[config.mk]
export PLATFORM = sky130hd
export DESIGN_NAME = hold_watchdog
export DESIGN_NICKNAME = d
export VERILOG_FILES = /design/src/rtl/hold_wd_pkg.sv /design/src/rtl/hold_wd_ctrl.sv /design/src/rtl/hold_wd_dpath.sv /design/src/rtl/hold_watchdog.sv
export SDC_FILE = /design/constraint.sdc
export NUM_CORES = 1
export LEC_CHECK = 0
export BUFFER_PORTS_ARGS = -buffer_cell sky130_fd_sc_hd__clkbuf_2
export CORE_MARGIN = 5
export CORE_UTILIZATION = 55
export DETAILED_ROUTE_END_ITERATION = 6
export GPL_ROUTABILITY_DRIVEN = 0
export PLACE_DENSITY = 0.82
export SYNTH_ARGS = -nofsm -noshare
export SYNTH_HDL_FRONTEND = slang
export SYNTH_SLANG_ARGS = --single-unit
[constraint.sdc]
create_clock -name clk -period 2.9 [get_ports clk]
set_input_delay 0.58 -clock clk [delete_from_list [all_inputs] [get_ports clk]]
set_output_delay 0.58 -clock clk [all_outputs]
set_load 0.02 [all_outputs]
[src/rtl/hold_wd_pkg.sv]
package hold_wd_pkg;
  localparam int NUM_CONS  = 8;
  localparam int NUM_PROV  = 8;
  localparam int NUM_GRP   = 8;
  localparam int TMO_W     = 8;
  localparam int NUM_CODES = 4;
  localparam int CIDX_W    = $clog2(NUM_CONS);
  localparam int PIDX_W    = $clog2(NUM_PROV);
  localparam int GRP_W     = $clog2(NUM_GRP);
  localparam int CODE_W    = $clog2(NUM_CODES);
  localparam int IDX_W     = (CIDX_W > PIDX_W) ? CIDX_W : PIDX_W;
  localparam int REGION_W  = 3;
  localparam int ADDR_W    = REGION_W + IDX_W;

  // host register regions (upper address bits)
  localparam logic [REGION_W-1:0] RG_TMO  = 3'd0;
  localparam logic [REGION_W-1:0] RG_ACT  = 3'd1;
  localparam logic [REGION_W-1:0] RG_GRP  = 3'd2;
  localparam logic [REGION_W-1:0] RG_MASK = 3'd3;
  localparam logic [REGION_W-1:0] RG_PACT = 3'd4;
  localparam logic [REGION_W-1:0] RG_PSHD = 3'd5;

  // notification codes, consecutive so the arbiter index maps directly
  localparam logic [7:0] EVT_EXPIRE = 8'h01;
  localparam logic [7:0] EVT_CRC    = 8'h02;
  localparam logic [7:0] EVT_SEQ    = 8'h03;
  localparam logic [7:0] EVT_STAT   = 8'h04;

  // strobes from control to datapath
  typedef struct packed {
    logic [NUM_CONS-1:0] active;    // activation bits
    logic [NUM_CONS-1:0] actRise;   // activation 0->1 this cycle
    logic [NUM_PROV-1:0] provWr;    // host writes provider-active bit
    logic [NUM_PROV-1:0] shadowWr;  // host writes provider shadow bit
    logic                wrBit;     // value written
    logic                swap;      // shadow -> active copy
    logic [NUM_PROV-1:0] killMask;  // providers withdrawn by expiry
  } wdStrobes_t;
endpackage

[src/rtl/hold_wd_ctrl.sv]
module hold_wd_ctrl
  import hold_wd_pkg::*;
#(
  parameter logic [TMO_W-1:0]    TMO_RESET  = TMO_W'(3),
  parameter logic [NUM_PROV-1:0] MASK_RESET = '1
) (
  input  logic                      clk,
  input  logic                      rst_n,
  input  logic                      hostWe,
  input  logic [ADDR_W-1:0]         hostAddr,
  input  logic [7:0]                hostWdata,
  input  logic                      listSwap,
  input  logic [NUM_CONS-1:0]       crcErr,
  input  logic [NUM_CONS-1:0]       seqErr,
  input  logic [NUM_CONS-1:0]       statErr,
  input  logic [NUM_CONS-1:0]       expireNow,
  output wdStrobes_t                strb,
  output logic [NUM_CONS*TMO_W-1:0] tmoFlat,
  output logic                      evtValid,
  output logic [7:0]                evtCode,
  output logic [CIDX_W-1:0]         evtCons
);
  logic [TMO_W-1:0]    tmoReg  [NUM_CONS];
  logic [GRP_W-1:0]    grpReg  [NUM_CONS];
  logic [NUM_PROV-1:0] maskReg [NUM_GRP];
  logic [NUM_CONS-1:0] actReg;

  logic [REGION_W-1:0] wrRegion;
  logic [IDX_W-1:0]    wrIdx;
  logic                actWrite;

  assign wrRegion = hostAddr[ADDR_W-1:IDX_W];
  assign wrIdx    = hostAddr[IDX_W-1:0];
  assign actWrite = hostWe && (wrRegion == RG_ACT) && (wrIdx == '0);

  // ---------------- configuration registers ----------------
  always_ff @(posedge clk or negedge rst_n) begin
    if (!rst_n) begin
      for (int i = 0; i < NUM_CONS; i++) begin
        tmoReg[i] <= TMO_RESET;
        grpReg[i] <= '0;
      end
      for (int g = 0; g < NUM_GRP; g++) maskReg[g] <= MASK_RESET;
      actReg <= '0;
    end else if (hostWe) begin
      for (int i = 0; i < NUM_CONS; i++) begin
        if (wrRegion == RG_TMO && wrIdx == IDX_W'(i)) tmoReg[i] <= hostWdata[TMO_W-1:0];
        if (wrRegion == RG_GRP && wrIdx == IDX_W'(i)) grpReg[i] <= hostWdata[GRP_W-1:0];
      end
      for (int g = 0; g < NUM_GRP; g++)
        if (wrRegion == RG_MASK && wrIdx == IDX_W'(g)) maskReg[g] <= hostWdata[NUM_PROV-1:0];
      if (actWrite) actReg <= hostWdata[NUM_CONS-1:0];
    end
  end

  generate
    for (genvar gi = 0; gi < NUM_CONS; gi++) begin : g_tmo
      assign tmoFlat[gi*TMO_W +: TMO_W] = tmoReg[gi];
    end
  endgenerate

  // ---------------- strobes toward the datapath ----------------
  always_comb begin
    strb.active  = actReg;
    strb.actRise = actWrite ? (hostWdata[NUM_CONS-1:0] & ~actReg) : '0;
    strb.wrBit   = hostWdata[0];
    strb.swap    = listSwap;
    for (int p = 0; p < NUM_PROV; p++) begin
      strb.provWr[p]   = hostWe && (wrRegion == RG_PACT) && (wrIdx == IDX_W'(p));
      strb.shadowWr[p] = hostWe && (wrRegion == RG_PSHD) && (wrIdx == IDX_W'(p));
    end
    // inverted mask: a zero bit marks a member provider
    strb.killMask = '0;
    for (int i = 0; i < NUM_CONS; i++)
      if (expireNow[i]) strb.killMask = strb.killMask | ~maskReg[grpReg[i]];
  end

  // ---------------- notification queue ----------------
  logic [NUM_CONS-1:0] pend   [NUM_CODES];
  logic [NUM_CONS-1:0] newEv  [NUM_CODES];
  logic [NUM_CONS-1:0] clrVec [NUM_CODES];
  logic                selFound;
  logic [CODE_W-1:0]   selCode;
  logic [CIDX_W-1:0]   selIdx;

  always_comb begin
    newEv[0] = expireNow;
    newEv[1] = crcErr  & actReg;
    newEv[2] = seqErr  & actReg;
    newEv[3] = statErr & actReg;
  end

  always_comb begin
    selFound = 1'b0;
    selCode  = '0;
    selIdx   = '0;
    for (int c = 0; c < NUM_CODES; c++)
      for (int i = 0; i < NUM_CONS; i++)
        if (!selFound && pend[c][i]) begin
          selFound = 1'b1;
          selCode  = CODE_W'(c);
          selIdx   = CIDX_W'(i);
        end
    for (int c = 0; c < NUM_CODES; c++)
      clrVec[c] = (selFound && selCode == CODE_W'(c)) ? (NUM_CONS'(1) << selIdx) : '0;
  end

  always_ff @(posedge clk or negedge rst_n) begin
    if (!rst_n) begin
      for (int c = 0; c < NUM_CODES; c++) pend[c] <= '0;
      evtValid <= 1'b0;
      evtCode  <= '0;
      evtCons  <= '0;
    end else begin
      for (int c = 0; c < NUM_CODES; c++) pend[c] <= (pend[c] & ~clrVec[c]) | newEv[c];
      evtValid <= selFound;
      evtCode  <= selFound ? (EVT_EXPIRE + 8'(selCode)) : '0;
      evtCons  <= selFound ? selIdx : '0;
    end
  end

  logic anyPend;
  always_comb begin
    anyPend = 1'b0;
    for (int c = 0; c < NUM_CODES; c++) anyPend = anyPend | (|pend[c]);
  end

  AST_EVT_CODE_RANGE: assert property (@(posedge clk) disable iff (!rst_n)
    evtValid |-> (evtCode >= EVT_EXPIRE && evtCode <= EVT_STAT));
  AST_IDLE_NO_EVT: assert property (@(posedge clk) disable iff (!rst_n)
    !anyPend |=> !evtValid);
endmodule

[src/rtl/hold_wd_dpath.sv]
module hold_wd_dpath
  import hold_wd_pkg::*;
#(
  parameter logic [TMO_W-1:0] TMO_RESET = TMO_W'(3)
) (
  input  logic                      clk,
  input  logic                      rst_n,
  input  wdStrobes_t                strb,
  input  logic [NUM_CONS*TMO_W-1:0] tmoFlat,
  input  logic                      cycleTick,
  input  logic [NUM_CONS-1:0]       frameOk,
  output logic [NUM_CONS-1:0]       expireNow,
  output logic [NUM_CONS-1:0]       consStatus,
  output logic [NUM_CONS-1:0]       expireFlags,
  output logic [NUM_PROV-1:0]       provActive
);
  logic [TMO_W-1:0]    timer  [NUM_CONS];
  logic [TMO_W-1:0]    tmoArr [NUM_CONS];
  logic [NUM_CONS-1:0] statusQ;
  logic [NUM_CONS-1:0] expQ;
  logic [NUM_PROV-1:0] provQ;
  logic [NUM_PROV-1:0] shdQ;

  always_comb begin
    for (int i = 0; i < NUM_CONS; i++) begin
      tmoArr[i]    = tmoFlat[i*TMO_W +: TMO_W];
      // a frame in the same cycle beats the tick
      expireNow[i] = strb.active[i] && !frameOk[i] && cycleTick &&
                     statusQ[i] && (timer[i] <= TMO_W'(1));
    end
  end

  // ---------------- hold timers ----------------
  always_ff @(posedge clk or negedge rst_n) begin
    if (!rst_n) begin
      for (int i = 0; i < NUM_CONS; i++) timer[i] <= TMO_RESET;
      statusQ <= '1;
      expQ    <= '0;
    end else begin
      for (int i = 0; i < NUM_CONS; i++) begin
        if (strb.actRise[i]) begin
          timer[i]   <= tmoArr[i];
          statusQ[i] <= 1'b1;
          expQ[i]    <= 1'b0;
        end else if (!strb.active[i]) begin
          timer[i] <= tmoArr[i];
        end else if (frameOk[i]) begin
          timer[i]   <= tmoArr[i];
          statusQ[i] <= 1'b1;
        end else if (cycleTick) begin
          if (expireNow[i]) begin
            timer[i]   <= '0;
            statusQ[i] <= 1'b0;
            expQ[i]    <= 1'b1;
          end else if (timer[i] > TMO_W'(1)) begin
            timer[i] <= timer[i] - TMO_W'(1);
          end
        end
      end
    end
  end

  // ---------------- provider active / shadow bits ----------------
  always_ff @(posedge clk or negedge rst_n) begin
    if (!rst_n) begin
      provQ <= '0;
      shdQ  <= '0;
    end else begin
      for (int p = 0; p < NUM_PROV; p++) begin
        if (strb.killMask[p]) begin
          provQ[p] <= 1'b0;
          shdQ[p]  <= 1'b0;
        end else begin
          if (strb.provWr[p])  provQ[p] <= strb.wrBit;
          else if (strb.swap)  provQ[p] <= shdQ[p];
          if (strb.shadowWr[p]) shdQ[p] <= strb.wrBit;
        end
      end
    end
  end

  assign consStatus  = statusQ;
  assign expireFlags = expQ;
  assign provActive  = provQ;

  AST_EXPIRE_FAILS: assert property (@(posedge clk) disable iff (!rst_n)
    (expireNow != '0) |=> (((consStatus & $past(expireNow)) == '0) &&
                           ((expireFlags & $past(expireNow)) == $past(expireNow))));
  AST_KILL_CLEARS_PROV: assert property (@(posedge clk) disable iff (!rst_n)
    (strb.killMask != '0) |=> ((provActive & $past(strb.killMask)) == '0));
  AST_KILL_CLEARS_SHADOW: assert property (@(posedge clk) disable iff (!rst_n)
    (strb.killMask != '0) |=> ((shdQ & $past(strb.killMask)) == '0));
  AST_RISE_CLEARS: assert property (@(posedge clk) disable iff (!rst_n)
    (strb.actRise != '0) |=> (((expireFlags & $past(strb.actRise)) == '0) &&
                              ((consStatus & $past(strb.actRise)) == $past(strb.actRise))));
  AST_FRAME_RUN: assert property (@(posedge clk) disable iff (!rst_n)
    ((frameOk & strb.active) != '0) |=>
      ((consStatus & $past(frameOk & strb.active)) == $past(frameOk & strb.active)));
endmodule

[src/rtl/hold_watchdog.sv]
module hold_watchdog
  import hold_wd_pkg::*;
#(
  parameter logic [TMO_W-1:0]    TMO_RESET  = TMO_W'(3),
  parameter logic [NUM_PROV-1:0] MASK_RESET = '1
) (
  input  logic                clk,
  input  logic                rst_n,
  input  logic                hostWe,
  input  logic [ADDR_W-1:0]   hostAddr,
  input  logic [7:0]          hostWdata,
  input  logic                listSwap,
  input  logic                cycleTick,
  input  logic [NUM_CONS-1:0] frameOk,
  input  logic [NUM_CONS-1:0] crcErr,
  input  logic [NUM_CONS-1:0] seqErr,
  input  logic [NUM_CONS-1:0] statErr,
  output logic [NUM_CONS-1:0] consStatus,
  output logic [NUM_CONS-1:0] expireFlags,
  output logic [NUM_PROV-1:0] provActive,
  output logic                evtValid,
  output logic [7:0]          evtCode,
  output logic [CIDX_W-1:0]   evtCons
);
  wdStrobes_t                strb;
  logic [NUM_CONS*TMO_W-1:0] tmoFlat;
  logic [NUM_CONS-1:0]       expireNow;

  hold_wd_ctrl #(.TMO_RESET(TMO_RESET), .MASK_RESET(MASK_RESET)) ctrl_i (
    .clk(clk), .rst_n(rst_n), .hostWe(hostWe), .hostAddr(hostAddr),
    .hostWdata(hostWdata), .listSwap(listSwap), .crcErr(crcErr),
    .seqErr(seqErr), .statErr(statErr), .expireNow(expireNow),
    .strb(strb), .tmoFlat(tmoFlat), .evtValid(evtValid),
    .evtCode(evtCode), .evtCons(evtCons)
  );

  hold_wd_dpath #(.TMO_RESET(TMO_RESET)) dpath_i (
    .clk(clk), .rst_n(rst_n), .strb(strb), .tmoFlat(tmoFlat),
    .cycleTick(cycleTick), .frameOk(frameOk), .expireNow(expireNow),
    .consStatus(consStatus), .expireFlags(expireFlags), .provActive(provActive)
  );
endmodule

==> results.sh, run 1 <==
export IMPL_status="complete, but fails checks"
export IMPL_violations="negative hold slack"
export IMPL_cts_max_level=1
export IMPL_fmax_mhz=353
export IMPL_core_um2=32500
export IMPL_hold_violations=5
export IMPL_cts_setup_buffers=0
export IMPL_grt_pass1_wl_um=83900
export IMPL_hold_class="in2async"
export IMPL_die_x_um=191
export IMPL_synth_edff_count=0
export IMPL_routed_wl_um=52900
export IMPL_finalCritPeriodShare_pct=97.6
export IMPL_fin_hold_ws_ns=-0.0185
export IMPL_syn_to_final_growth_pct=12.8
export IMPL_syn_inst=1589
export IMPL_dp_hpwl_um=36200
export IMPL_ctsHoldBuffers=0
export IMPL_ant_nets=0
export IMPL_worstSetupPathType="reg2reg"
export IMPL_power_per_cell_area_nw_per_um2=775
export IMPL_ys_types=72
export IMPL_async_reset_ff_share_pct=100
export IMPL_drive_above_1_share_pct=36.2
export IMPL_leakagePower_nw=8.27
export IMPL_vias=14857
export IMPL_cap_violations=0
export IMPL_max_clock_path_buffers=3
export IMPL_grt_usage_pct=29.1
export IMPL_fin_skew_ns=0.0132
export IMPL_die_height_um=191
export IMPL_portBuffers=81
export IMPL_rsz0062_at_grt="no"
export IMPL_pre_cts_ws_ns=0.117
export IMPL_synth_area_leaders="dfrtp_1 27%, mux4_2 16%, dfstp_2 15%"
export IMPL_antenna_found_initial=0
export IMPL_tns_ns=0
export IMPL_diodes=0
export IMPL_cp_arrival_ns=3.35
export IMPL_synth_ff_type="dfrtp_1"
export IMPL_cts_sinks=295
export IMPL_maxSlewHeadroom_pct=19.9
export IMPL_endpoint_kind="register"
export IMPL_grt_max_degree=87
export IMPL_met2WireLength_um=24200
export IMPL_vdd_ir_drop_max_mv=0.583
export IMPL_yosysTopAreaCellShare_pct=26.6
export IMPL_yosys_area_top_type="dfrtp_1"
export IMPL_cp_max_fo=15
export IMPL_cts_made_buffers=30
export IMPL_multi_input_area_um2=9940
export IMPL_drv_slew=0
export IMPL_ys_seq_area_share_pct=41.8
export IMPL_overflow=0
export IMPL_path_clk_slew_ns=0.07
export IMPL_worst_pin_slew_ns=1.20
export IMPL_nets=1751
export IMPL_finalSetupViolCount=0
export IMPL_min_period_ns=2.83
export IMPL_synth_area_per_cell_um2=11.3
export IMPL_routed_top_layer="met4"
export IMPL_drt_iter0_drc=1985
export IMPL_viasPerCell=6.92
export IMPL_insertion_delay_ns=0.59
export IMPL_ys_warnings_count=0
export IMPL_yosys_register_bits=295
export IMPL_netlist_area_um2=18000
export IMPL_drc=0
export IMPL_start_util_pct=55.4
export IMPL_wirelength_met1_um=19200
export IMPL_num_rows=66
export IMPL_dieArea_um2=36400
export IMPL_met3_length_um=6000
export IMPL_regArea_um2=7510
export IMPL_fillerInstances=2413
export IMPL_wire_per_inst_um=24.7
export IMPL_io_pin_count=87
export IMPL_start_kind="register"
export IMPL_cp_required_ns=3.42
export IMPL_dr_pass1_iters=6
export IMPL_cts_tree="yes"
export IMPL_root_buffer="clkbuf_16"
export IMPL_setup_ws_ns=0.0708
export IMPL_grt_pass1_vias=14980
==> synthesized netlist by cell type, drive strengths merged (39+ instances only) <==
library cell / instances
o21ai: 102
mux2i: 54
dfrtp: 191
buf: 39
nor2: 121
clkbuf: 63
nor3: 40
a21oi: 66
nand2: 131
mux2: 156
mux4: 128
dfstp: 104
==> critical path, stage by stage, from the launching register on <==
cell and delay, ns:
dfstp_2 0.55, inv_1 0.07, ha_1 0.23, o211ai_1 0.37
nor3_2 0.27, a22oi_1 0.24, o211ai_1 0.14, a2111oi_0 0.62
o311a_1 0.28
==> cells in the final DEF, fill, tap and decap left out, types with 26 or more instances in the layout <==
master	instances
a21oi_1	66
buf_4	72
clkbuf_16	34
clkbuf_2	80
dfrtp_1	191
dfstp_2	104
inv_1	31
mux2_2	156
mux2i_1	54
mux4_2	128
nand2_1	130
nand3_1	36
nand4_1	26
nor2_1	121
nor2b_1	36
nor3_1	35
o21ai_0	99
==> state kept, by name, indices dropped and copies added, names as in the netlist <==
| name | cells |
|---|---|
| ctrl_i.actReg | 8 |
| ctrl_i.evtCons | 3 |
| ctrl_i.tmoFlat | 64 |
| dpath_i.timer | 64 |
| ctrl_i.pend | 32 |
| dpath_i.shdQ | 8 |
| dpath_i.consStatus | 8 |
| ctrl_i.evtCode | 3 |
| dpath_i.provActive | 8 |
| ctrl_i.evtValid | 1 |
| ctrl_i.maskReg | 64 |
| ctrl_i.grpReg | 24 |
| dpath_i.expireFlags | 8 |
==> cell families after synthesis <==
logic type               Yosys count  share of synthesized area (%)
AND/OR/NAND/NOR                  480                           13.2
flip-flops                       295                           41.8
buffers and inverters            134                           3.14
other                              1                         0.0208
multiplexers                     338                           28.8
adder cells (fa/ha/maj)           20                           1.39
AO/OA/AOI/OAI                    321                           11.7
==> through the flow <==
stage | power, mW | cells | utilization, % | area, um^2 | hold slack, ns
detailed placement | 11.2 | 2090 | 59.0 | 19200 | 0.470
global placement | 11.0 | 2090 | 59.0 | 19200 | 0.455
global route | 16.5 | 2146 | 62.6 | 20300 | 0.0499
floorplan | 9.57 | 1593 | - | 18000 | 0.284
CTS | 15.7 | 2146 | 62.5 | 20300 | 0.0216
finish | 15.7 | 2146 | 62.6 | 20300 | -0.0185
==> cell type report <==
type,count,share of cell area (%)
timing repair buffer,157,5.10
multi-input combinational,1164,49.0
tap,442,2.72
clock inverter,15,1.04
inverter,32,0.592
sequential,295,37.0
clock buffer,41,4.57
==> metal layers <==
layer	up-vias	global-route usage, %
li1	6274	-
met1	7299	38.0
met2	1019	45.8
met3	265	6.61
met4	0	14.9
met5	-	0
==> worst paths after layout <==
| path | slack, ns | start | endpoint | cells after the start |
|---|---|---|---|---|
| max | 0.07 | dpath_i.timer[0]$_DFFE_PN1P_ | dpath_i.provActive[3]$_DFFE_PN0P_ | 8 |
| min | -0.02 | rst_n | ctrl_i.evtCode[1]$_DFF_PN0_ | 1 |
| max reg2reg | 0.07 | dpath_i.timer[0]$_DFFE_PN1P_ | dpath_i.provActive[3]$_DFFE_PN0P_ | 8 |
| min reg2reg | 0.48 | ctrl_i.tmoFlat[59]$_DFFE_PN0P_ | dpath_i.timer[3]$_DFFE_PN0P_ | 2 |
| max in group asynchronous | 2.04 | rst_n | ctrl_i.maskReg[35]$_DFFE_PN1P_ | 2 |
| min in group clk | 0.23 | statErr[3] | ctrl_i.pend[3]$_DFF_PN0_ | 2 |
==> where the power goes <==
group	switching, mW	total, mW	internal (mW)
logic	2.78	5.10	2.32
registers	1.17	6.28	5.10
clock network	1.74	4.35	2.61
==> what timing repair did <==
item / CTS / global route
gates resized for setup: 0 / 3
hold endpoints to repair: 0 / 0
endpoints found under the setup margin: 0 / 6
(Power assumes the default switching activity.)
==> run 2, diff against run 1 <==
--- a/config.mk
+++ b/config.mk
@@ -13,4 +13,5 @@
 export PLACE_DENSITY = 0.82
 export SYNTH_ARGS = -nofsm -noshare
 export SYNTH_HDL_FRONTEND = slang
+export SYNTH_HIERARCHICAL = 1
 export SYNTH_SLANG_ARGS = --single-unit
==> constraint.sdc (replaced) <==
create_clock -name clk -period 2.9 [get_ports clk]
set_input_delay 0.58 -clock clk [delete_from_list [all_inputs] [get_ports clk]]
set_output_delay 0.58 -clock clk [all_outputs]
set_load 0.01 [all_outputs]
==> run 2 against run 1 <==
- the run now ends clean
- flip-flop and latch count unchanged
- wire length up 3.7%
- synthesized cell count up 1.1%
- synthesized area up 3.7%
- die area up 3.5%
- non-clock buffer count up 5
- sequential power down 3.3%
- core utilization up 0.41 points
- clock skew up 0.013 ns
- clock-buffer cell count up 4
- global-route usage down 0.44 points
- worst setup slack better by 0.11 ns
==> results.sh, run 2 <==
export IMPL_cts_setup_buffers=0
export IMPL_r2r_start="dpath_i/timer[32]$_DFFE_PN1P_"
export IMPL_cts_made_buffers=35
export IMPL_drc=0
export IMPL_die_x_um=194
export IMPL_vdd_ir_drop_max_mv=0.487
export IMPL_netlist_top_cells_count="191 x dfrtp_1, 162 x mux2_2, 131 x nor2_1, 128 x mux4_2, 104 x dfstp_2"
export IMPL_synthAdderAreaFrac_pct=1.21
export IMPL_ys_seq_area_share_pct=40.3
export IMPL_grt_pass1_wl_um=86700
export IMPL_path_clk_slew_ns=0.06
export IMPL_insertion_delay_ns=0.53
export IMPL_syn_to_final_growth_pct=13.2
export IMPL_rr_worst_depth=8
export IMPL_start_kind="register"
export IMPL_dpl_cell_count=2107
export IMPL_synth_top_family_by_area="multiplexers"
export IMPL_async_reset_ff_share_pct=100
export IMPL_grt_usage_pct=28.6
export IMPL_finalSetupViolCount=0
export IMPL_power_per_cell_area_nw_per_um2=706
export IMPL_synth_most_common_cell="dfrtp_1"
export IMPL_finalCritPeriodShare_pct=93.7
export IMPL_synth_edff_count=0
export IMPL_synth_compound_area_share_pct=12.6
export IMPL_cap_violations=0
export IMPL_portBuffers=81
export IMPL_drv_slew=0
export IMPL_ctsHoldBuffers=0
export IMPL_worstSetupPathType="reg2reg"
export IMPL_stdcell_count=2170
export IMPL_leakagePower_nw=8.61
export IMPL_ant_nets=0
export IMPL_hold_class="in2async"
export IMPL_status="finished, final reports clean"
export IMPL_io_pin_count=87
export IMPL_fillerInstances=2449
export IMPL_endpoint_kind="register"
export IMPL_dp_hpwl_um=35900
export IMPL_cp_max_fo=11
export IMPL_max_clock_path_buffers=3
export IMPL_netlist_area_um2=18700
export IMPL_grt_pass1_vias=15500
export IMPL_core_um2=33500
export IMPL_vias=15314
export IMPL_syn_inst=1606
export IMPL_die_height_um=194
export IMPL_critPathMaxStageDelay_ns=0.57
export IMPL_yosys_register_bits=295
export IMPL_root_buffer="clkbuf_16"
export IMPL_overflow=0
export IMPL_drive_above_1_share_pct=39.0
export IMPL_cts_max_level=2
export IMPL_maxSlewHeadroom_pct=37.6
export IMPL_yosys_area_top_type="dfrtp_1"
export IMPL_tns_ns=0
export IMPL_path_cells="inv_1 > ha_1 > or2_2 > nand4_1 > inv_1 > a22oi_1 > nand4_1 > nor2_1"
export IMPL_rsz0062_at_grt="no"
export IMPL_antenna_found_initial=2
export IMPL_cp_required_ns=3.33
export IMPL_min_period_ns=2.72
export IMPL_yosysTopAreaCellShare_pct=25.6
export IMPL_cp_arrival_ns=3.15
export IMPL_final_cell_mix="191 x dfrtp_1, 162 x mux2_2, 131 x nor2_1"
export IMPL_dieArea_um2=37700
export IMPL_hold_violations=0
export IMPL_cts_sinks=295
export IMPL_final_common_cell="dfrtp_1"
export IMPL_drt_iter0_drc=1945
export IMPL_slowest_stage="dfstp_2"
export IMPL_diodes=0
export IMPL_fmax_mhz=368
export IMPL_dr_pass1_iters=6
export IMPL_fin_skew_ns=0.0258
export IMPL_synth_ff_type="dfrtp_1"
export IMPL_grt_max_degree=80
export IMPL_wire_per_inst_um=25.3
export IMPL_globalRouteMet2Util_pct=44.3
export IMPL_synth_area_leaders="dfrtp_1 26%, mux4_2 15%, dfstp_2 15%"
export IMPL_start_util_pct=55.6
export IMPL_num_rows=67
export IMPL_ys_warnings_count=6
export IMPL_multi_input_area_um2=10500
export IMPL_routed_wl_um=54900
export IMPL_nets=1765
export IMPL_rrSetupSlack_ns=0.18
export IMPL_regArea_um2=7510
export IMPL_synth_area_per_cell_um2=11.6
export IMPL_viasPerCell=7.06
export IMPL_ys_types=84
export IMPL_synthMuxAreaShare_pct=29.7
export IMPL_post_cts_resized=0
export IMPL_globalRouteMet1Util_pct=36.9
export IMPL_synthSimpleGateAreaFrac_pct=12.5
export IMPL_top_usage_layer="met2"
export IMPL_cts_tree="yes"
export IMPL_r2r_end="dpath_i/provActive[6]$_DFFE_PN0P_"
export IMPL_worst_pin_slew_ns=0.935
export IMPL_met3_usage_pct=7.72
export IMPL_synth_xor_xnor_area_share_pct=0.0469
run 2: critical path, delay by kind of cell (launching register included):
kind	cells	cell delay [ns]
AO/OA/AOI/OAI	1	0.39
flip-flops	1	0.57
adder cells (fa/ha/maj)	1	0.26
buffers and inverters	2	0.43
AND/OR/NAND/NOR	4	0.99
run 2: how the worst max path moves through the flow:
stage / startpoint / endpoint / cells after the start
after floorplan: hostAddr[1] / dpath_i/timer[4]$_DFFE_PN0P_ / 12
after global placement: hostAddr[0] / dpath_i/timer[29]$_DFFE_PN0P_ / 10
after detailed placement: hostAddr[0] / dpath_i/timer[29]$_DFFE_PN0P_ / 10
after CTS: ctrl_i/pend[19]$_DFF_PN0_ / ctrl_i/pend[20]$_DFF_PN0_ / 9
after global routing: ctrl_i/pend[19]$_DFF_PN0_ / ctrl_i/pend[20]$_DFF_PN0_ / 9
final: dpath_i/timer[32]$_DFFE_PN1P_ / dpath_i/provActive[6]$_DFFE_PN0P_ / 8
run 2: report_power, final:
| part | switching [mW] | leakage, nW | internal, mW |
|---|---|---|---|
| clock | 1.81 | 0.591 | 2.76 |
| combinational | 2.25 | 4.49 | 2.02 |
| sequential | 1.03 | 3.54 | 5.04 |
run 2: layout make-up:
cell class | count | area share, %
repair buffers | 162 | 5.20
clock buffers | 45 | 4.61
clock inverters | 18 | 1.10
flip-flops and latches | 295 | 35.6
well taps | 448 | 2.65
inverters | 51 | 0.907
multi-input cells | 1151 | 49.9
run 2: cells by family after synthesis:
kind of cell               Yosys count
AOI/OAI and AO/OA                  311
xor gates and xnor gates             1
adders and majority gates           18
buffers and inverters              164
DFF                                295
muxes                              373
other                                1
and+or+nand+nor                    443
run 2: through the flow:
step	power, mW	utilization [%]	cell area [um^2]	hold WS (ns)	setup WS [ns]
6_report	14.9	63.0	21100	0.0311	0.184
3_3_place_gp	10.0	59.4	19900	0.483	0.0283
3_5_place_dp	10.2	59.4	19900	0.492	-0.00504
5_1_grt	15.6	63.0	21100	0.0816	0.0234
4_1_cts	14.9	63.0	21100	0.0603	0.253
2_1_floorplan	8.85	-	18700	0.284	0.00188
run 2: per-layer routing:
layer | routed length (um) | share of wire [%]
met5 | 34 | 0.062
met3 | 6290 | 11
met2 | 25000 | 46
met1 | 19800 | 36
met4 | 3680 | 6.7
